### src/rtl/tlb_pkg.sv
package tlb_pkg;
  localparam int unsigned TLB_VPN_W = 19;
  localparam int unsigned TLB_PPN_W = 15;
  localparam int unsigned TLB_OFF_W = 12;
  localparam int unsigned TLB_DEPTH = 16;
endpackage

### src/rtl/tlb_cam.sv
module tlb_cam #(
  parameter int unsigned DEPTH = 16,
  parameter int unsigned VPN_W = 19,
  parameter int unsigned IDX_W = 4
) (
  input  logic [VPN_W-1:0]             key_i,
  input  logic [DEPTH-1:0]             valid_i,
  input  logic [DEPTH-1:0][VPN_W-1:0]  vpn_i,
  output logic [DEPTH-1:0]             match_o,
  output logic                         hit_o,
  output logic [IDX_W-1:0]             idx_o
);
  for (genvar g = 0; g < DEPTH; g++) begin : g_cmp
    assign match_o[g] = valid_i[g] && (vpn_i[g] == key_i);
  end

  assign hit_o = |match_o;

  always_comb begin
    idx_o = '0;
    for (int i = DEPTH - 1; i >= 0; i--) begin
      if (match_o[i]) idx_o = IDX_W'(i);
    end
  end
endmodule

### src/rtl/tlb_victim.sv
module tlb_victim #(
  parameter int unsigned DEPTH = 16,
  parameter int unsigned IDX_W = 4
) (
  input  logic [DEPTH-1:0] valid_i,
  input  logic [DEPTH-1:0] use_i,
  output logic [IDX_W-1:0] idx_o
);
  // later loop wins: empty slot beats unused slot, default slot 0
  always_comb begin
    idx_o = '0;
    for (int i = DEPTH - 1; i >= 0; i--) begin
      if (!use_i[i]) idx_o = IDX_W'(i);
    end
    for (int i = DEPTH - 1; i >= 0; i--) begin
      if (!valid_i[i]) idx_o = IDX_W'(i);
    end
  end
endmodule

### src/rtl/tlb_store.sv
module tlb_store #(
  parameter int unsigned DEPTH = 16,
  parameter int unsigned VPN_W = 19,
  parameter int unsigned PPN_W = 15,
  parameter int unsigned IDX_W = 4
) (
  input  logic                         clk_i,
  input  logic                         rst_ni,
  input  logic                         wr_en_i,
  input  logic [IDX_W-1:0]             wr_idx_i,
  input  logic [VPN_W-1:0]             wr_vpn_i,
  input  logic [PPN_W-1:0]             wr_ppn_i,
  input  logic                         look_en_i,
  input  logic [IDX_W-1:0]             look_idx_i,
  input  logic                         clr_use_i,
  input  logic                         flush_i,
  output logic [DEPTH-1:0]             valid_o,
  output logic [DEPTH-1:0]             use_o,
  output logic [DEPTH-1:0][VPN_W-1:0]  vpn_o,
  output logic [DEPTH-1:0][PPN_W-1:0]  ppn_o
);
  logic [DEPTH-1:0] valid_q, use_q, touch_mask;

  always_comb begin
    touch_mask = '0;
    if (look_en_i) touch_mask[look_idx_i] = 1'b1;
    if (wr_en_i)   touch_mask[wr_idx_i]   = 1'b1;
  end

  always_ff @(posedge clk_i or negedge rst_ni) begin
    if (!rst_ni) begin
      valid_q <= '0;
      use_q   <= '0;
    end else if (flush_i) begin
      valid_q <= '0;
      use_q   <= '0;
    end else begin
      use_q <= (clr_use_i ? '0 : use_q) | touch_mask;
      if (wr_en_i) valid_q[wr_idx_i] <= 1'b1;
    end
  end

  for (genvar g = 0; g < DEPTH; g++) begin : g_ent
    always_ff @(posedge clk_i or negedge rst_ni) begin
      if (!rst_ni) begin
        vpn_o[g] <= '0;
        ppn_o[g] <= '0;
      end else if (wr_en_i && !flush_i && (wr_idx_i == IDX_W'(g))) begin
        vpn_o[g] <= wr_vpn_i;
        ppn_o[g] <= wr_ppn_i;
      end
    end
  end

  assign valid_o = valid_q;
  assign use_o   = use_q;

  AST_FLUSH_EMPTY: assert property (@(posedge clk_i) disable iff (!rst_ni)
    flush_i |=> (valid_q == '0) && (use_q == '0));
  AST_WR_SETS: assert property (@(posedge clk_i) disable iff (!rst_ni)
    wr_en_i && !flush_i |=> valid_q[$past(wr_idx_i)] && use_q[$past(wr_idx_i)]);
  AST_CLR_USE: assert property (@(posedge clk_i) disable iff (!rst_ni)
    clr_use_i && !flush_i |=> ((use_q & ~$past(touch_mask)) == '0));
  AST_VALID_HOLD: assert property (@(posedge clk_i) disable iff (!rst_ni)
    !flush_i && !wr_en_i |=> valid_q == $past(valid_q));
endmodule

### src/rtl/tlb_fa.sv
module tlb_fa
  import tlb_pkg::*;
#(
  parameter int unsigned VPN_W = TLB_VPN_W,
  parameter int unsigned PPN_W = TLB_PPN_W,
  parameter int unsigned OFF_W = TLB_OFF_W,
  parameter int unsigned DEPTH = TLB_DEPTH
) (
  input  logic                     clk_i,
  input  logic                     rst_ni,
  input  logic                     lkp_valid_i,
  input  logic [VPN_W+OFF_W-1:0]   lkp_vaddr_i,
  output logic                     lkp_hit_o,
  output logic [PPN_W+OFF_W-1:0]   lkp_paddr_o,
  input  logic                     fill_valid_i,
  input  logic [VPN_W-1:0]         fill_vpn_i,
  input  logic [PPN_W-1:0]         fill_ppn_i,
  input  logic                     clr_use_i,
  input  logic                     flush_i
);
  localparam int unsigned IDX_W = (DEPTH > 1) ? $clog2(DEPTH) : 1;
  localparam int unsigned VA_W  = VPN_W + OFF_W;

  logic [DEPTH-1:0]            valid, use_bits, lkp_match, fill_match;
  logic [DEPTH-1:0][VPN_W-1:0] vpn_arr;
  logic [DEPTH-1:0][PPN_W-1:0] ppn_arr;
  logic [VPN_W-1:0]            lkp_vpn;
  logic                        lkp_hit, fill_hit;
  logic [IDX_W-1:0]            lkp_idx, fill_idx, vic_idx, wr_idx;
  logic [PPN_W-1:0]            lkp_ppn;

  assign lkp_vpn = lkp_vaddr_i[VA_W-1:OFF_W];

  tlb_cam #(.DEPTH(DEPTH), .VPN_W(VPN_W), .IDX_W(IDX_W)) u_lkp_cam (
    .key_i(lkp_vpn), .valid_i(valid), .vpn_i(vpn_arr),
    .match_o(lkp_match), .hit_o(lkp_hit), .idx_o(lkp_idx)
  );

  tlb_cam #(.DEPTH(DEPTH), .VPN_W(VPN_W), .IDX_W(IDX_W)) u_fill_cam (
    .key_i(fill_vpn_i), .valid_i(valid), .vpn_i(vpn_arr),
    .match_o(fill_match), .hit_o(fill_hit), .idx_o(fill_idx)
  );

  tlb_victim #(.DEPTH(DEPTH), .IDX_W(IDX_W)) u_victim (
    .valid_i(valid), .use_i(use_bits), .idx_o(vic_idx)
  );

  // refill of a stored page rewrites in place
  assign wr_idx = fill_hit ? fill_idx : vic_idx;

  tlb_store #(.DEPTH(DEPTH), .VPN_W(VPN_W), .PPN_W(PPN_W), .IDX_W(IDX_W)) u_store (
    .clk_i(clk_i), .rst_ni(rst_ni),
    .wr_en_i(fill_valid_i), .wr_idx_i(wr_idx),
    .wr_vpn_i(fill_vpn_i), .wr_ppn_i(fill_ppn_i),
    .look_en_i(lkp_valid_i && lkp_hit), .look_idx_i(lkp_idx),
    .clr_use_i(clr_use_i), .flush_i(flush_i),
    .valid_o(valid), .use_o(use_bits), .vpn_o(vpn_arr), .ppn_o(ppn_arr)
  );

  assign lkp_ppn     = lkp_hit ? ppn_arr[lkp_idx] : '0;
  assign lkp_hit_o   = lkp_valid_i && lkp_hit;
  assign lkp_paddr_o = {lkp_ppn, lkp_vaddr_i[OFF_W-1:0]};

  AST_NO_DUP_LKP: assert property (@(posedge clk_i) disable iff (!rst_ni)
    $onehot0(lkp_match));
  AST_NO_DUP_FILL: assert property (@(posedge clk_i) disable iff (!rst_ni)
    $onehot0(fill_match));
  AST_VICTIM_FREE: assert property (@(posedge clk_i) disable iff (!rst_ni)
    !(&valid) |-> !valid[vic_idx]);
  AST_HIT_STORED: assert property (@(posedge clk_i) disable iff (!rst_ni)
    lkp_hit_o |-> valid[lkp_idx] && (vpn_arr[lkp_idx] == lkp_vpn));
endmodule

### config.mk
export PLATFORM = sky130hd
export DESIGN_NAME = tlb_fa
export DESIGN_NICKNAME = d
export VERILOG_FILES = /design/src/rtl/tlb_pkg.sv /design/src/rtl/tlb_cam.sv /design/src/rtl/tlb_victim.sv /design/src/rtl/tlb_store.sv /design/src/rtl/tlb_fa.sv
export SDC_FILE = /design/constraint.sdc
export NUM_CORES = 2
export LEC_CHECK = 0
export ABC_AREA = 1
export BUFFER_PORTS_ARGS = -buffer_cell sky130_fd_sc_hd__buf_4
export CAP_MARGIN = 10
export CELL_PAD_IN_SITES_DETAIL_PLACEMENT = 1
export CELL_PAD_IN_SITES_GLOBAL_PLACEMENT = 2
export CORE_MARGIN = 4
export CORE_UTILIZATION = 33
export DETAILED_ROUTE_END_ITERATION = 10
export MAX_ROUTING_LAYER = met4
export PLACE_DENSITY_LB_ADDON = 0.2
export SETUP_SLACK_MARGIN = 0.02
export SYNTH_ARGS = -nofsm -noshare
export SYNTH_HDL_FRONTEND = slang
export SYNTH_HIERARCHICAL = 1
export SYNTH_SLANG_ARGS = --single-unit
### constraint.sdc
create_clock -name clk_i -period 3 [get_ports clk_i]
set_clock_uncertainty 0.2 [all_clocks]
set_input_delay 0 -clock clk_i [delete_from_list [all_inputs] [get_ports clk_i]]
set_output_delay 0 -clock clk_i [all_outputs]
set_load 0.05 [all_outputs]
# Word-level counts from Yosys, hierarchy flattened
# Index checks and enable logic that the tools add are counted.
dict set report totals {
  in_bits 71
  ff_bits 576
  out_inout_bits 28
}
dict set report classes {
  bitwise_logic 3
  magnitude_cmp 4
  n_reduce_logical 57
  n_eq_ne 47
  n_mux 78
}
# operator count
set op_table {}
lappend op_table {{== test 19 bit} 32}
lappend op_table {{two-way mux 4 bit} 65}
lappend op_table {{two-way mux 16 bit} 6}
lappend op_table {{binary-select mux 15 bit (select 4 bit)} 1}
lappend op_table {{logical AND 1 bit} 52}
lappend op_table {{bitwise OR 16 bit} 3}
lappend op_table {{== test 4 bit, second input constant} 8}
lappend op_table {{OR reduction 16 bit} 2}
lappend op_table {{two-way mux 15 bit} 2}
lappend op_table {{== test 4 x 3 -> 1 bit, second input constant} 4}
lappend op_table {{< comparator 4 x 5 -> 1 bit, second input constant} 2}
lappend op_table {{demux 1 bit (select 4 bit)} 2}
lappend op_table {{== test 4 x 2 -> 1 bit, second input constant} 2}
lappend op_table {{greater-or-equal comparator 4 x 1 -> 1 bit, second input constant} 2}
lappend op_table {{== test 4 x 1 -> 1 bit, second input constant} 1}
lappend op_table {{logical NOT 4 bit} 1}
lappend op_table {{two-way mux 1 bit} 2}
lappend op_table {{nonzero test 2 bit} 1}
lappend op_table {{logical NOT 1 bit} 1}

# Depth between registers and ports, before layout
dict set report logic_depth {
  ltp_word 41
  depth_mapped 39
  depth_no_buf 38
}

# By module
# Netlist, hierarchy kept.
# mod cells_each area_each_um2 seq_area_each_um2 instances
set modules_own_cells {}
lappend modules_own_cells {tlb_store 2205 21262.9 14413.8 1}
lappend modules_own_cells {tlb_cam 808 4409.2 0.0 2}
lappend modules_own_cells {tlb_fa 717 3014.1 0.0 1}
lappend modules_own_cells {tlb_victim 73 310.3 0.0 1}

# Worst setup path after synthesis
# OpenSTA, ideal clock, no wires.
dict set report synth_path {
  path_kind {reg2out}
  startpoint {register u_store/vpn_o[156] in the netlist's numbering}
  endpoint {output lkp_paddr_o[13]}
  setup_slack_ns -0.490
  stages_incl_launch_ff 12
  arrival_ns 3.290
  t_required_ns 2.800
  cell_sequence {dfrtp_1 > or2_2 > a221oi_1 > nand3_1 > or2_1 > nand2_1 > nor3_1 > nor4_1 > clkbuf_1 > clkbuf_1 > nand3_1 > a21oi_1}
}
dict set report synth_between {
  elab_chain_cells 14
  word_cells_on_any_way 15
  classes_between {1 x eq/ne; 12 x mux; 2 x reduce/logical}
}
# element line
set synth_rtl {}
lappend synth_rtl {{start: declaration} tlb_store.sv:19} ;# output logic [DEPTH-1:0][VPN_W-1:0] vpn_o,
lappend synth_rtl {{start signal: indexed assignment} tlb_store.sv:49} ;# vpn_o[g] <= wr_vpn_i;
lappend synth_rtl {{== test 19 bit} tlb_cam.sv:14} ;# assign match_o[g] = valid_i[g] && (vpn_i[g] == key_i);
lappend synth_rtl {{logical AND 1 bit} tlb_cam.sv:14}
lappend synth_rtl {{two-way mux 4 bit (9 in series)} tlb_cam.sv:22} ;# if (match_o[i]) idx_o = IDX_W'(i);
lappend synth_rtl {{via lkp_idx[3]} tlb_fa.sv:29} ;# logic [IDX_W-1:0] lkp_idx, fill_idx, vic_idx, wr_idx;
lappend synth_rtl {{binary-select mux 15 bit (select 4 bit)} tlb_fa.sv:60} ;# assign lkp_ppn = lkp_hit ? ppn_arr[lkp_idx] : '0;
lappend synth_rtl {{two-way mux 15 bit (not written as such)} tlb_fa.sv:60}
lappend synth_rtl {{two-way mux 15 bit} tlb_fa.sv:60}
lappend synth_rtl {{end: declaration} tlb_fa.sv:14} ;# output logic [PPN_W+OFF_W-1:0] lkp_paddr_o,
# The timed path passes the listed nets, and every way through them passes these cells. The select of a mux whose other input is x is not followed.

# Final worst setup path
dict set report layout_path {
  startpoint {register u_store/vpn_o[285] in the netlist's numbering}
  endpoint {output lkp_paddr_o[12]}
}
dict set report layout_between {
  elab_chain_cells 21
  word_cells_on_any_way 22
  classes_between {1 x eq/ne; 19 x mux; 2 x reduce/logical}
}
# element line
set layout_rtl {}
lappend layout_rtl {{== test 19 bit} tlb_cam.sv:14}
lappend layout_rtl {{logical AND 1 bit} tlb_cam.sv:14}
lappend layout_rtl {{via lkp_match[15]} tlb_fa.sv:24} ;# logic [DEPTH-1:0] valid, use_bits, lkp_match, fill_match;
lappend layout_rtl {{two-way mux 4 bit (16 in series)} tlb_cam.sv:22}
lappend layout_rtl {{via lkp_idx[0]} tlb_fa.sv:29}
lappend layout_rtl {{binary-select mux 15 bit (select 4 bit)} tlb_fa.sv:60}
lappend layout_rtl {{two-way mux 15 bit (not written as such)} tlb_fa.sv:60}
lappend layout_rtl {{two-way mux 15 bit} tlb_fa.sv:60}
# The timed path passes the listed nets, and every way through them passes these cells. The select of a mux whose other input is x is not followed.

==> qor.yml <==
floorplanning:
  ioPinCount: 99
  dieArea_sq_um: 106000
  rows: 116
  start_util_pct: 33.3
  die_w_um: 326
  core_sq_um: 100000
  chipHeight_um: 326
drt:
  drc: 0
  drt_wl_total_um: 204000
  avgRoutedWirePerCell_um: 30.0
  drtIter0Drc: 3574
  detail-route-antenna-nets: 0
  first_pass_iters: 5
  num_vias: 38800
  drt-vias-per-instance: 5.72
flow_run:
  drv_cap: 0
setup_path:
  worst-path-buf-inv: 5
  cp-startpoint: "u_store/vpn_o[285]"
  crit_end: "lkp_paddr_o[12]"
  path_max_fanout: 7
  r2r_slack_ps: -970
  cpMostUsedCell: "nand2_1"
  cp.arrival_ps: 4130
  path_delay_family: "simple AND/OR/NAND/NOR gates"
  cp.required_ps: 2800
  start_kind: "flop"
  crit_cells: 31
  critPathSlowestCell: "dfrtp_2"
  r2r-end: "u_store/ppn_o[227]"
  r2r_cells: 33
  crit_path_end_kind: "output port"
  timing.rr.start: "u_store/vpn_o[289]"
  crit_type: "flop to output port"
  cpPeakStageDelay_ps: 480
outcome:
  status: "complete, but fails checks"
  violations: "setup timing"
clock_tree:
  cts_tree: "built"
  clockBufferDepth: 3
  cts_buffers: 76
  insertion_delay_ps: 690
  cts_max_level: 3
  clk_pin_slew_worst_paths_ps: 60
  cts_num_sinks: 576
  clock-root-buffer: "clkbuf_16"
placement:
  gp_congestion: 0.929
  place.port_buffers: 74
  dp_hpwl_um: 123000
  postPlaceCellArea_sq_um: 41200
timing:
  slew_headroom_pct: 17.3
  tightest_slew_ps: 1240
  hold_viol: 0
  worst_hold_slack_ps: 40.8
  rsz0062_at_grt: "true"
  period_share_pct: 144
  period_minus_slack_ps: 4330
  fin_setup_tns_ps: -534630
  setup_violations: 592
  final_max_slew_viol_count: 0
  fmax_mhz: 231
  setup_slack_ps: -1330
global_routing:
  gr-total-overflow: 0
  grt_pass1_wl_um: 271000
  antenna_found_initial: 7
  grt_pass1_vias: 38100
  grt_usage_pct: 35.7
  grt_max_degree: 70
power:
  powerDensity_nw_per_um2: 446
  ir_drop_mv: 0.500
  leakagePower_nw: 24.2
  p_total_mw: 23.0
synthesis:
  post_synth.cell_area_avg_sq_um: 7.26
  synthCells: 4585
  syn_area_sq_um: 33300
  ys.warnings.count: 6
  synth_fp_nets: 4656
cells_and_area:
  final_cell_area_sq_um: 51500
  area_growth_pct: 54.6
  final_nets: 5494
  drive_gt1_share_pct: 34.7
worst_hold_path:
  hold_path_class: "input pin to flop"
[area by class of cell]
class | instances | area, sq um
well taps | 1298 | 1620
multi-input cells | 3418 | 19500
diodes | 6 | 15.0
clock buffers | 113 | 2300
inverters | 312 | 1230
repair buffers | 1039 | 12100
fillers | 11700 | 48700
clock inverters | 24 | 372
flip-flops and latches | 576 | 14400
[state kept, by name (all words and copies together) (netlist names)]
name / cells
u_store/ppn_o: 240
u_store/use_o: 16
u_store/valid_o: 16
u_store/vpn_o: 304
[per-stage QoR]
step | util, % | setup slack [ps] | cells
global placement | 41.2 | -806 | 6378
finish | 51.4 | -1330 | 6786
floorplan | - | -95.7 | 4585
CTS | 47.8 | -1200 | 6703
detailed placement | 41.2 | -922 | 6378
global route | 51.4 | -1550 | 6786
[cell usage in the layout, fill, tap and decap left out, types with 10 or more instances in the layout]
cell / n
nand2_8: 11
nand3_2: 108
a2111oi_0: 12
a211oi_1: 14
a221oi_1: 36
clkinv_2: 11
o2111ai_1: 12
o21ai_1: 186
nand4_1: 30
inv_1: 263
o211ai_1: 10
nor2_1: 137
nand2_4: 147
nand2_2: 222
buf_16: 39
o21ai_0: 181
or2_2: 46
a22o_1: 24
o21ai_2: 138
buf_12: 177
buf_4: 637
inv_2: 37
xnor2_1: 88
buf_8: 14
nor2_4: 18
dlygate4sd3_1: 77
clkbuf_1: 13
clkbuf_8: 22
buf_6: 50
a21oi_4: 18
nand3_1: 219
o22ai_1: 86
nand2_1: 1483
xor2_1: 50
clkbuf_16: 121
nor4_1: 36
dfrtp_1: 568
[layer usage]
metal	wire, um	vias up	GRT usage (%)
met5	0	-	-
met4	14600	0	17.7
met3	15500	703	6.85
met2	92500	1822	56.1
met1	81300	19600	44.1
li1	-	16700	-
[worst min path at each step]
| stage | start | endpoint | cells past startpoint |
|---|---|---|---|
| 2_1_floorplan | rst_ni | u_store/ppn_o[0] | 0 |
| 3_3_place_gp | rst_ni | u_store/vpn_o[273] | 1 |
| 3_5_place_dp | rst_ni | u_store/vpn_o[273] | 1 |
| 4_1_cts | fill_ppn_i[4] | u_store/ppn_o[184] | 4 |
| 5_1_grt | fill_ppn_i[4] | u_store/ppn_o[184] | 4 |
| 6_report | fill_ppn_i[4] | u_store/ppn_o[184] | 4 |
[worst reg2reg max path: cells and delay by family (launching register included)]
family                 cells  cell delay, ps
AND/OR/NAND/NOR           22            1800
flip-flops                 1             410
AO/OA/AOI/OAI              2             210
multiplexers               1             210
buffers and inverters      8            1010
[timing repair]
item	4_1_cts	5_1_grt
pin swaps	67	151
setup buffers	60	56
resized for setup	378	797
hold buffers	80	0
setup endpoints to repair	592	592
hold endpoints to repair	1080	0
gates cloned	49	51
[where the power goes]
| part | leakage [nW] | total, mW | switching (mW) | internal, mW |
|---|---|---|---|---|
| combinational | 15.0 | 4.35 | 2.53 | 1.82 |
| sequential | 7.91 | 8.62 | 0.409 | 8.21 |
| clock | 1.32 | 10.0 | 4.06 | 5.95 |
(Power assumes the default switching activity.)
